--- config.mk ---
export PLATFORM = sky130hd
export DESIGN_NAME = intercept_sub_ctrl
export DESIGN_NICKNAME = d
export VERILOG_FILES = /design/src/rtl/isc_pkg.sv /design/src/rtl/isc_ctlword.sv /design/src/rtl/isc_lane.sv /design/src/rtl/intercept_sub_ctrl.sv
export SDC_FILE = /design/constraint.sdc
export NUM_CORES = 1
export LEC_CHECK = 0
export BUFFER_PORTS_ARGS = -buffer_cell sky130_fd_sc_hd__buf_2
export CAP_MARGIN = 30
export CORE_ASPECT_RATIO = 0.9
export CORE_UTILIZATION = 40
export DETAILED_ROUTE_END_ITERATION = 10
export PLACE_DENSITY_LB_ADDON = 0.1
export SYNTH_ARGS = -nofsm -noshare
export SYNTH_HDL_FRONTEND = slang
export SYNTH_HIERARCHICAL = 1
export SYNTH_SLANG_ARGS = --single-unit
--- constraint.sdc ---
create_clock -name clk -period 3.6 [get_ports clk]
set_clock_uncertainty 0.2 [all_clocks]
set_input_delay 0.54 -clock clk [delete_from_list [all_inputs] [get_ports clk]]
set_output_delay 0.54 -clock clk [all_outputs]
set_load 0.05 [all_outputs]
--- src/rtl/isc_pkg.sv ---
// Shared constants for the intercept/substitution controller.
// Stream bit order is fixed because the control and status words decode it.
package isc_pkg;
    localparam int ISC_NCH = 5;
    localparam int ISC_DW  = 16;

    // Stream positions inside every per-stream vector.
    typedef enum logic [2:0] {
        STRM_SP0   = 3'd0,
        STRM_SP1   = 3'd1,
        STRM_SYNTH = 3'd2,
        STRM_PLAY  = 3'd3,
        STRM_CAPT  = 3'd4
    } isc_strm_e;
endpackage

--- src/rtl/isc_ctlword.sv ---
// Holds the substitution flags and pairs of the latest control word of the
// current frame. Assumes ctl_stb in a frame_start cycle belongs to the new frame.
module isc_ctlword #(
    parameter int NCH = 5,
    parameter int DW  = 16
) (
    input  logic                  clk,
    input  logic                  rst_n,
    input  logic                  frame_start,
    input  logic                  ctl_stb,
    input  logic [NCH-1:0]        ctl_vld,
    input  logic [NCH*2*DW-1:0]   ctl_smp,
    output logic [NCH-1:0]        cur_vld,
    output logic [NCH*2*DW-1:0]   cur_smp
);
    // Flags: cleared at each boundary, overwritten by any control word.
    always_ff @(posedge clk) begin
        if (!rst_n) begin
            cur_vld <= '0;
        end else if (ctl_stb) begin
            cur_vld <= ctl_vld;
        end else if (frame_start) begin
            cur_vld <= '0;
        end
    end

    // Pairs: follow the latest control word; flags decide whether they count.
    always_ff @(posedge clk) begin
        if (!rst_n) begin
            cur_smp <= '0;
        end else if (ctl_stb) begin
            cur_smp <= ctl_smp;
        end
    end
endmodule

--- src/rtl/isc_lane.sv ---
// One stereo stream: captures a native pair on its tick, carries it through
// the request frame and the response frame, then releases native or host pair.
// Assumes at most one tick per frame; a tick on frame_start opens the new frame.
module isc_lane #(
    parameter int DW = 16
) (
    input  logic            clk,
    input  logic            rst_n,
    input  logic            frame_start,
    input  logic            en,
    input  logic            tick,
    input  logic [2*DW-1:0] nat,
    input  logic            host_vld,
    input  logic [2*DW-1:0] host_smp,
    output logic            req_q,
    output logic            ovld_q,
    output logic            stb_q,
    output logic            sub_q,
    output logic [2*DW-1:0] smp_q
);
    localparam int PW = 2 * DW;

    logic          act;
    logic          cap_any;
    logic [PW-1:0] cap_smp;
    logic          rq_any;
    logic [PW-1:0] rq_smp;
    logic          rsp_any;
    logic          rsp_req;
    logic [PW-1:0] rsp_smp;
    logic          honour;

    // Host pair counts only if requested, still intercepting, and flagged valid.
    assign honour = rsp_any & rsp_req & act & host_vld;

    // Intercept state: follows the enable only at frame boundaries.
    always_ff @(posedge clk) begin
        if (!rst_n)           act <= 1'b0;
        else if (frame_start) act <= en;
    end

    // Capture stage: sample ticked in the current frame.
    always_ff @(posedge clk) begin
        if (!rst_n) begin
            cap_any <= 1'b0;
            cap_smp <= '0;
        end else begin
            if (frame_start)   cap_any <= tick;
            else if (tick)     cap_any <= 1'b1;
            if (tick)          cap_smp <= nat;
        end
    end

    // Request and response stages: advance one step per frame boundary.
    always_ff @(posedge clk) begin
        if (!rst_n) begin
            rq_any  <= 1'b0;
            req_q   <= 1'b0;
            rq_smp  <= '0;
            rsp_any <= 1'b0;
            rsp_req <= 1'b0;
            rsp_smp <= '0;
        end else if (frame_start) begin
            rq_any  <= cap_any;
            req_q   <= cap_any & act;
            rq_smp  <= cap_smp;
            rsp_any <= rq_any;
            rsp_req <= req_q;
            rsp_smp <= rq_smp;
        end
    end

    // Release: one strobe per judged sample, status valid for the new frame.
    always_ff @(posedge clk) begin
        if (!rst_n) begin
            stb_q  <= 1'b0;
            sub_q  <= 1'b0;
            ovld_q <= 1'b0;
            smp_q  <= '0;
        end else begin
            stb_q <= frame_start & rsp_any;
            sub_q <= frame_start & honour;
            if (frame_start) ovld_q <= rsp_any;
            if (frame_start && rsp_any) smp_q <= honour ? host_smp : rsp_smp;
        end
    end
endmodule

--- src/rtl/intercept_sub_ctrl.sv ---
// Top: one control-word latch shared by NCH stream lanes. Status bits of
// streams running at the frame rate are forced high.
module intercept_sub_ctrl
    import isc_pkg::*;
#(
    parameter int NCH = ISC_NCH,
    parameter int DW  = ISC_DW
) (
    input  logic                  clk,
    input  logic                  rst_n,
    input  logic                  frame_start,
    input  logic [NCH-1:0]        icpt_en,
    input  logic [NCH-1:0]        full_rate,
    input  logic [NCH-1:0]        rate_tick,
    input  logic [NCH*2*DW-1:0]   nat_smp,
    input  logic                  ctl_stb,
    input  logic [NCH-1:0]        ctl_vld,
    input  logic [NCH*2*DW-1:0]   ctl_smp,
    output logic [NCH-1:0]        stat_req,
    output logic [NCH-1:0]        stat_ovld,
    output logic [NCH-1:0]        out_stb,
    output logic [NCH-1:0]        out_sub,
    output logic [NCH*2*DW-1:0]   out_smp
);
    localparam int PW = 2 * DW;

    logic [NCH-1:0]      cur_vld;
    logic [NCH*PW-1:0]   cur_smp;
    logic [NCH-1:0]      req_q;
    logic [NCH-1:0]      ovld_q;

    isc_ctlword #(.NCH(NCH), .DW(DW)) u_ctl (
        .clk         (clk),
        .rst_n       (rst_n),
        .frame_start (frame_start),
        .ctl_stb     (ctl_stb),
        .ctl_vld     (ctl_vld),
        .ctl_smp     (ctl_smp),
        .cur_vld     (cur_vld),
        .cur_smp     (cur_smp)
    );

    for (genvar c = 0; c < NCH; c++) begin : g_lane
        isc_lane #(.DW(DW)) u_lane (
            .clk         (clk),
            .rst_n       (rst_n),
            .frame_start (frame_start),
            .en          (icpt_en[c]),
            .tick        (rate_tick[c]),
            .nat         (nat_smp[c*PW +: PW]),
            .host_vld    (cur_vld[c]),
            .host_smp    (cur_smp[c*PW +: PW]),
            .req_q       (req_q[c]),
            .ovld_q      (ovld_q[c]),
            .stb_q       (out_stb[c]),
            .sub_q       (out_sub[c]),
            .smp_q       (out_smp[c*PW +: PW])
        );
    end

    // Frame-rate streams always report request and output valid.
    assign stat_req  = req_q  | full_rate;
    assign stat_ovld = ovld_q | full_rate;
endmodule

### After elaboration in Yosys (flattened, before gate mapping)

Cells that the tools add are included.

* bits in registers: 850
* input port bits: 344
* output and inout bits: 180
* word-level logic and storage cells: 127

* muxes and demuxes: 17
* bitwise logic cells: 32
* reductions and logical operators: 11

Operators with widths (number)
* 32-bit two-way mux: 5
* 1-bit AND: 30
* 2-bit nonzero test: 6
* 1-bit two-way mux: 10
* 5-bit two-way mux: 2
* 5-bit bitwise OR: 2
* 1-bit logical AND: 5

### Depth between registers and ports, before layout

Gate-level depths: netlist of run 1.

* depth after elaboration: 4
* gate-level depth with buffers: 5
* mapped depth without buffers: 3

### By module

The synthesis of run 1 kept the hierarchy.

By module, submodules not included
* isc_lane: instances 5, cells an instance 518, area an instance 5287.6 µm², sequential area each 2742.6 µm²
* isc_ctlword: instances 1, cells an instance 538, area an instance 6284.8 µm², sequential area each 3303.2 µm²
* intercept_sub_ctrl: instances 1, cells an instance 10, area an instance 62.6 µm², sequential area each 0.0 µm²

### Worst setup path before layout of run 1

Ideal clock, no wire load.

* kind: input-to-output
* start point: input port full_rate[0]
* end point: output port stat_ovld[0]
* data arrival time: 0.939 ns
* path slack: 1.921 ns
* cell stages on the path: 1
* buffers on the path: 0
* path through: or2_1

* cells in the longest elaborated chain, start to end: 1

Ends and longest elaborated chain
* start: declaration: RTL line intercept_sub_ctrl.sv:13 `input logic [NCH-1:0] full_rate,`
* 5-bit bitwise OR: RTL line intercept_sub_ctrl.sv:63 `assign stat_ovld = ovld_q | full_rate;`
* end: declaration: RTL line intercept_sub_ctrl.sv:20 `output logic [NCH-1:0] stat_ovld,`

Every way passes these cells.

### Worst setup path after layout of run 1

* start point: register g_lane[4].u_lane.req_q
* end point: output port stat_req[4]

* cells in the longest elaborated chain, start to end: 1

Ends and longest elaborated chain
* start: declaration: RTL line isc_lane.sv:15 `output logic req_q,`
* start signal: assignment: RTL line isc_lane.sv:65 `req_q <= cap_any & act;`
* 5-bit bitwise OR: RTL line intercept_sub_ctrl.sv:62 `assign stat_req = req_q | full_rate;`
* end: declaration: RTL line intercept_sub_ctrl.sv:19 `output logic [NCH-1:0] stat_req,`

Every way passes these cells.

==> metrics.md, run 1 <==
| Metric | Value |
|---|---|
| # placed instances | `4528` |
| Overall routing resource usage | `0.197` |
| Congestion Overflow GR | `0` |
| Non-filler instance count after layout | `5032` |
| Worst EP arrival | `1.47 ns` |
| Clock sinks | `850` |
| Layout cell share with drive strength beyond 1 | `0.183` |
| Min cycle time layout | `2.21 ns` |
| Worst Setup SP | `g_lane[4].u_lane/req_q` |
| Most frequent cells in the layout | `dfxtp_1 (850), nor2b_1 (670), mux2i_1 (660), buf_2 (520), dlygate4sd3_1 (329)` |
| RSZ-0062 raised after global routing | `false` |
| Clk_lat worst skew | `0.62 ns` |
| Initial Util | `0.404` |
| Number of port buffers | `523` |
| CTS H-tree lvls | `3` |
| Worst vdd ir | `0.314 mV` |
| Placeable Area | `0.0811 mm2` |
| Worst Tran Pin Value | `1.13 ns` |
| Commonest non-fill, non-tap cell in the layout | `dfxtp_1` |
| Floorplan row count | `99` |
| Synthesized cell area | `0.0328 mm2` |
| Crit. End Element | `output pin` |
| Mapped Nets | `3482` |
| Yosys warning total | `6` |
| R2R setup slack | `1.50 ns` |
| Final Hold Fails | `0` |
| Largest net degree at the start of global routing | `141` |
| Crit path kind | `register to output pin` |
| Die width | `304 um` |
| Hold Crit Class | `input pin to register` |
| Slew HR | `0.246` |
| DRC Markers | `0` |
| Worst r2r src | `g_lane[2].u_lane/rsp_any` |
| Top achievable clock speed | `453 MHz` |
| Status | `finished clean` |
| Gpl congestion | `0.814` |
| Die area | `0.0831 mm2` |
| Post-Route WL | `84300 um` |
| CTS tree | `built` |
| Layout area overhead | `28.9%` |
| Post-DP HPWL | `55700 um` |
| Leak | `18.0 nW` |
| Total Neg Setup Slack | `0 ns` |
| Critical path fanouts, max | `3` |
| Post-synthesis cell type count | `21` |
| # nets final | `4235` |
| DRT iter0 DRCs | `1174` |
| CTS root buf | `clkbuf_16` |
| Clock Tree Buf Depth | `3` |
| Initial antenna violation count | `18` |
| First-pass GRT wire length | `132000 um` |
| Pre-antenna DRT Iters | `5` |
| Max-Cap Viols | `0` |
| IO Count | `524` |
| Vias in the first global route | `24000` |
| Worst Path Required | `2.86 ns` |
| Clock transition at the registers of the reported paths | `0.06 ns` |
| Sequential area share after synthesis | `0.519` |
| DR vias | `24100` |
| PwrDens | `504 mW/mm2` |
| Period utilisation layout | `0.614` |
| Slew Limit Fails | `0` |
| Antenna Nets Post-Route | `0` |
| Wire per inst | `16.7 um` |
| Flops & latches, synth | `850` |
| DR vias/cell | `4.80` |
| DP Worst Slack | `1.09 ns` |
| CP startpoint kind | `register` |
| Chip height | `274 um` |
| Worst-case reg-to-reg path depth | `4` |
| Post-route setup slack | `1.39 ns` |
| Post-CTS Setup Bufs | `0` |
| Worst Setup EP | `stat_req[4]` |
| Final Setup Violations | `0` |
| Crit Reg-Reg Endpoint | `g_lane[2].u_lane/smp_q[29]` |
| Mapped Cells | `3138` |
| CTS buffer count | `90` |
| Syn Area/Cell | `10.4 um2` |
[critical path: stages (launching register included)]
cell     delay (ns)
dfxtp_1        0.46
or2_1          0.14
buf_2          0.25
[final cells by class]
type                            count  area (um2)
Sequential cell                   850       17000
Timing Repair Buffer              903        6530
Tap cell                         1060        1330
Clock buffer                      134        2710
Fill cell                        7355       38900
Antenna cell                       10        25.0
Clock inverter                     29         360
Multi-Input combinational cell   2046       14300
[metal layers]
metal / GRT usage / share of wire
met1: 0.250 / 0.45
met2: 0.330 / 0.47
met3: 0.0456 / 0.047
met4: 0.0628 / 0.027
met5: 0 / 0.0016
[where the power goes]
group / total, mW / switching (mW) / internal (mW) / leakage (nW)
Sequential: 9.95 / 0.192 / 9.76 / 6.93
Clock: 9.55 / 3.78 / 5.77 / 1.53
Combinational: 1.79 / 0.842 / 0.946 / 9.52
[cell families (layout without fill, tap and decap cells)]
family,after synthesis,count (layout),synth area share
AND/OR/NAND/NOR,1046,1046,0.175
flip-flops,850,850,0.519
multiplexers,660,660,0.202
AO/OA/AOI/OAI,340,340,0.0592
buffers and inverters,242,1066,0.0451
other,0,10,0
[what timing repair did]
item / CTS / global route
hold buffers: 329 / 0
gates resized for setup: 0 / 0
endpoints found under the hold margin: 329 / 0
[worst min path at each step]
stage,from,endpoint,slack [ns],depth (start not counted)
floorplan,g_lane[0].u_lane/rsp_smp[24],g_lane[0].u_lane/smp_q[24],0.25,2
detailed placement,u_ctl/cur_smp[3],g_lane[0].u_lane/smp_q[3],0.27,2
CTS,ctl_smp[1],u_ctl/cur_smp[1],0.003,3
global placement,u_ctl/cur_smp[145],g_lane[4].u_lane/smp_q[17],0.26,2
global route,ctl_smp[1],u_ctl/cur_smp[1],0.07,3
finish,ctl_smp[1],u_ctl/cur_smp[1],0.05,3
[synth_stat cells]
master / count / area (um2)
nand4_1: 5 / 31.3
clkbuf_1: 102 / 383
buf_8: 11 / 165
nand2b_1: 11 / 68.8
nand3_1: 10 / 50.1
dfxtp_1: 850 / 17000
or2_1: 10 / 62.6
and4_1: 5 / 43.8
and3_1: 10 / 62.6
nand2_1: 320 / 1200
buf_4: 77 / 578
o21a_1: 10 / 75.1
a31oi_1: 160 / 1000
nor2b_1: 670 / 4190
a21boi_0: 5 / 37.5
buf_6: 15 / 169
o21ai_1: 25 / 125
and2_1: 5 / 31.3
mux2i_1: 660 / 6610
buf_2: 37 / 185
o21ai_0: 140 / 701
[per-stage QoR]
step           total power, mW  area [um2]  hold WS [ns]   util
3_3_place_gp              11.6       35800         0.256  0.441
3_5_place_dp              11.6       35800         0.265  0.442
2_1_floorplan             11.2       32800         0.248      -
6_report                  21.3       42300        0.0521  0.521
5_1_grt                   22.1       42300        0.0734  0.521
4_1_cts                   21.6       42200       0.00316  0.520
[sequential cells by signal, summed over array words and instances (netlist names)]
signal,count
g_lane.u_lane/act,5
g_lane.u_lane/sub_q,5
g_lane.u_lane/rq_smp,160
g_lane.u_lane/req_q,5
g_lane.u_lane/cap_any,5
g_lane.u_lane/rsp_req,5
g_lane.u_lane/stb_q,5
g_lane.u_lane/ovld_q,5
u_ctl/cur_vld,5
g_lane.u_lane/rq_any,5
u_ctl/cur_smp,160
g_lane.u_lane/rsp_smp,160
g_lane.u_lane/cap_smp,160
g_lane.u_lane/rsp_any,5
g_lane.u_lane/smp_q,160
Note: power is estimated with default switching activity, not from simulation.
==> run 2: changes to the inputs <==
==> constraint.sdc (replaced) <==
create_clock -name clk -period 1.9 [get_ports clk]
set_clock_uncertainty 0.2 [all_clocks]
set_input_delay 0.285 -clock clk [delete_from_list [all_inputs] [get_ports clk]]
set_output_delay 0.285 -clock clk [all_outputs]
set_load 0.05 [all_outputs]
==> run 2 against run 1 <==
Net effect: critical path depth stayed put; count of clock-buffer cells in the layout is 6 higher; setup slack worse by 1.3 ns; die area is the same; critical endpoint is now stat_req[0]; global-route usage is 0.56 points higher; largest power group unchanged; final cell count increased by 2.1%; sequential power is 90% higher; clock power is 78% higher; sequential cell count stayed put; wire length up 2.4%; non-clock buffer count grew 103; via count rose by 2.0%.
==> metrics.md, run 2 (synthesis results as in run 1) <==
| Metric | Value |
|---|---|
| Gpl congestion | `0.797 (-2.1%)` |
| Worst Path Required | `1.41 ns (-1.45 ns)` |
| Hold Crit Class | `input pin to register` |
| DR vias | `24600 (+2.0%)` |
| Top achievable clock speed | `544 MHz` |
| Placeable Area | `0.0811 mm2 (unchanged)` |
| Wl on met1 | `39500 um (+3.9%)` |
| Total Neg Setup Slack | `0 ns (unchanged)` |
| Sequential cell area | `0.0170 mm2 (about the same)` |
| DP Worst Slack | `0.174 ns (-0.915 ns)` |
| Worst vdd ir | `0.691 mV (+120%)` |
| Floorplan row count | `99 (unchanged)` |
| # nets final | `4337 (+2.4%)` |
| Fin Hold WS | `0.0574 ns (+0.00536 ns)` |
| Number of port buffers | `523 (unchanged)` |
| Clock transition at the registers of the reported paths | `0.06 ns (about the same)` |
| Worst Tran Pin Value | `0.547 ns (-0.585 ns)` |
| Final Hold Fails | `0 (unchanged)` |
| Commonest non-fill, non-tap cell in the layout | `dfxtp_1` |
| Min cycle time layout | `1.84 ns` |
| PwrDens | `912 mW/mm2 (+81%)` |
| CTS H-tree lvls | `3 (unchanged)` |
| Status | `finished clean` |
| Clock Tree Buf Depth | `3 (unchanged)` |
| Post-Route WL | `86300 um (+2.4%)` |
| Max-Cap Viols | `0 (unchanged)` |
| Worst EP arrival | `1.35 ns (-0.12 ns)` |
| CTS root buf | `clkbuf_16` |
| Critical path fanouts, max | `3 (unchanged)` |
| Top layer in use | `met5` |
| Slew HR | `0.635 (+0.390)` |
| CTS buffer count | `89 (-1.1%)` |
| Met3 wire length | `3380 um (-14%)` |
| Post-DP Area | `0.0364 mm2 (+1.7%)` |
| Pre-antenna DRT Iters | `5 (unchanged)` |
| Die width | `304 um (unchanged)` |
| Crit. End Element | `output pin` |
| Period utilisation layout | `0.967` |
| Largest net degree at the start of global routing | `139 (-1.4%)` |
| Post-route setup slack | `0.0627 ns (-1.33 ns)` |
| Congestion Overflow GR | `0 (unchanged)` |
| Chip height | `274 um (unchanged)` |
| Layout cell share with drive strength beyond 1 | `0.183 (+0.000671)` |
| Crit path kind | `register to output pin` |
| Antenna Nets Post-Route | `0 (unchanged)` |
| Fillers | `7259 (-1.3%)` |
| Vias in the first global route | `25000 (+4.3%)` |
| DRC Markers | `0 (unchanged)` |
| Wire per inst | `16.8 um (+0.37%)` |
| Clock sinks | `850 (unchanged)` |
| Most frequent cells in the layout | `dfxtp_1 (845), nor2b_1 (670), mux2i_1 (660), buf_2 (513), dlygate4sd3_1 (398)` |
| Overall routing resource usage | `0.202 (+0.00561)` |
| Total power | `39.6 mW (+86%)` |
| DRT iter0 DRCs | `1055 (-10%)` |
| Layout area overhead | `32.2%` |
| Clk_lat worst skew | `0.63 ns (about the same)` |
| DR vias/cell | `4.79 (about the same)` |
| CTS tree | `built` |
| Initial antenna violation count | `23 (+5)` |
| Slew Limit Fails | `0 (unchanged)` |
| Initial Util | `0.404 (unchanged)` |
| Leak | `18.4 nW (+2.4%)` |
| Area of the multi-input gates | `0.0143 mm2 (unchanged)` |
| First-pass GRT wire length | `136000 um (+3.0%)` |
| Design Area, Final | `0.0434 mm2 (+2.6%)` |
| IO Count | `524 (unchanged)` |
| Die area | `0.0831 mm2 (unchanged)` |
| Post-DP HPWL | `56800 um (+2.1%)` |
| CP startpoint kind | `register` |
| Final Setup Violations | `0 (unchanged)` |
| Wire length on met2 | `40600 um (+1.8%)` |
run 2: changes by cell type in the layout (fill, tap and decap cells not counted), sizes merged:
cell / previous run / this run
clkinv: 18 / 15
diode: 10 / 14
dlygate4sd3: 329 / 398
buf: 574 / 608
inv: 3 / 1
clkbuf: 134 / 140
bufinv: 8 / 4
run 2: area by class of cell:
| class | instances | area share |
|---|---|---|
| clock inverters | 20 | 0.00496 |
| flip-flops and latches | 850 | 0.393 |
| multi-input cells | 2046 | 0.330 |
| repair buffers | 1006 | 0.180 |
| diodes | 14 | 0.000808 |
| clock buffers | 140 | 0.0607 |
| well taps | 1060 | 0.0306 |
run 2: worst paths after layout:
kind / from / depth (start not counted) / slack (ns) / to
min reg2reg: g_lane[4].u_lane/rsp_smp[31] / 2 / 0.27 / g_lane[4].u_lane/smp_q[31]
min: frame_start / 4 / 0.06 / g_lane[4].u_lane/req_q
max: g_lane[0].u_lane/req_q / 2 / 0.06 / stat_req[0]
max reg2reg: u_ctl/cur_vld[4] / 4 / 0.34 / g_lane[4].u_lane/smp_q[17]
run 2: through the flow:
step,utilization,cells
after floorplan,-,3138
after global placement,0.449,4562
after detailed placement,0.449,4562
after CTS,0.534,5121
after global routing,0.534,5133
final,0.534,5136
run 2: critical path, cell delays in order, from the launching register on:
cell and delay, ns:
dfxtp_2 0.34, or2_1 0.22, buf_6 0.16
run 2: per-layer routing:
metal	vias to the layer above	global-route usage
met5	-	0
met4	12	0.0764
met3	178	0.0351
met2	509	0.336
met1	11600	0.262
li1	12300	-
run 2: power by group:
| part | leakage, nW | switching (mW) | internal (mW) |
|---|---|---|---|
| clock | 1.40 | 7.01 | 10.0 |
| combinational | 10.1 | 1.66 | 1.99 |
| sequential | 6.94 | 0.369 | 18.5 |
| total | 18.4 | 9.04 | 30.5 |
run 2: repair_timing:
item                                   CTS  global route
hold buffers                           398             0
resized for setup                       16             5
buffers inserted                         1             1
setup endpoints to repair                5             3
endpoints found under the hold margin  363             0
pin swaps                                1             0
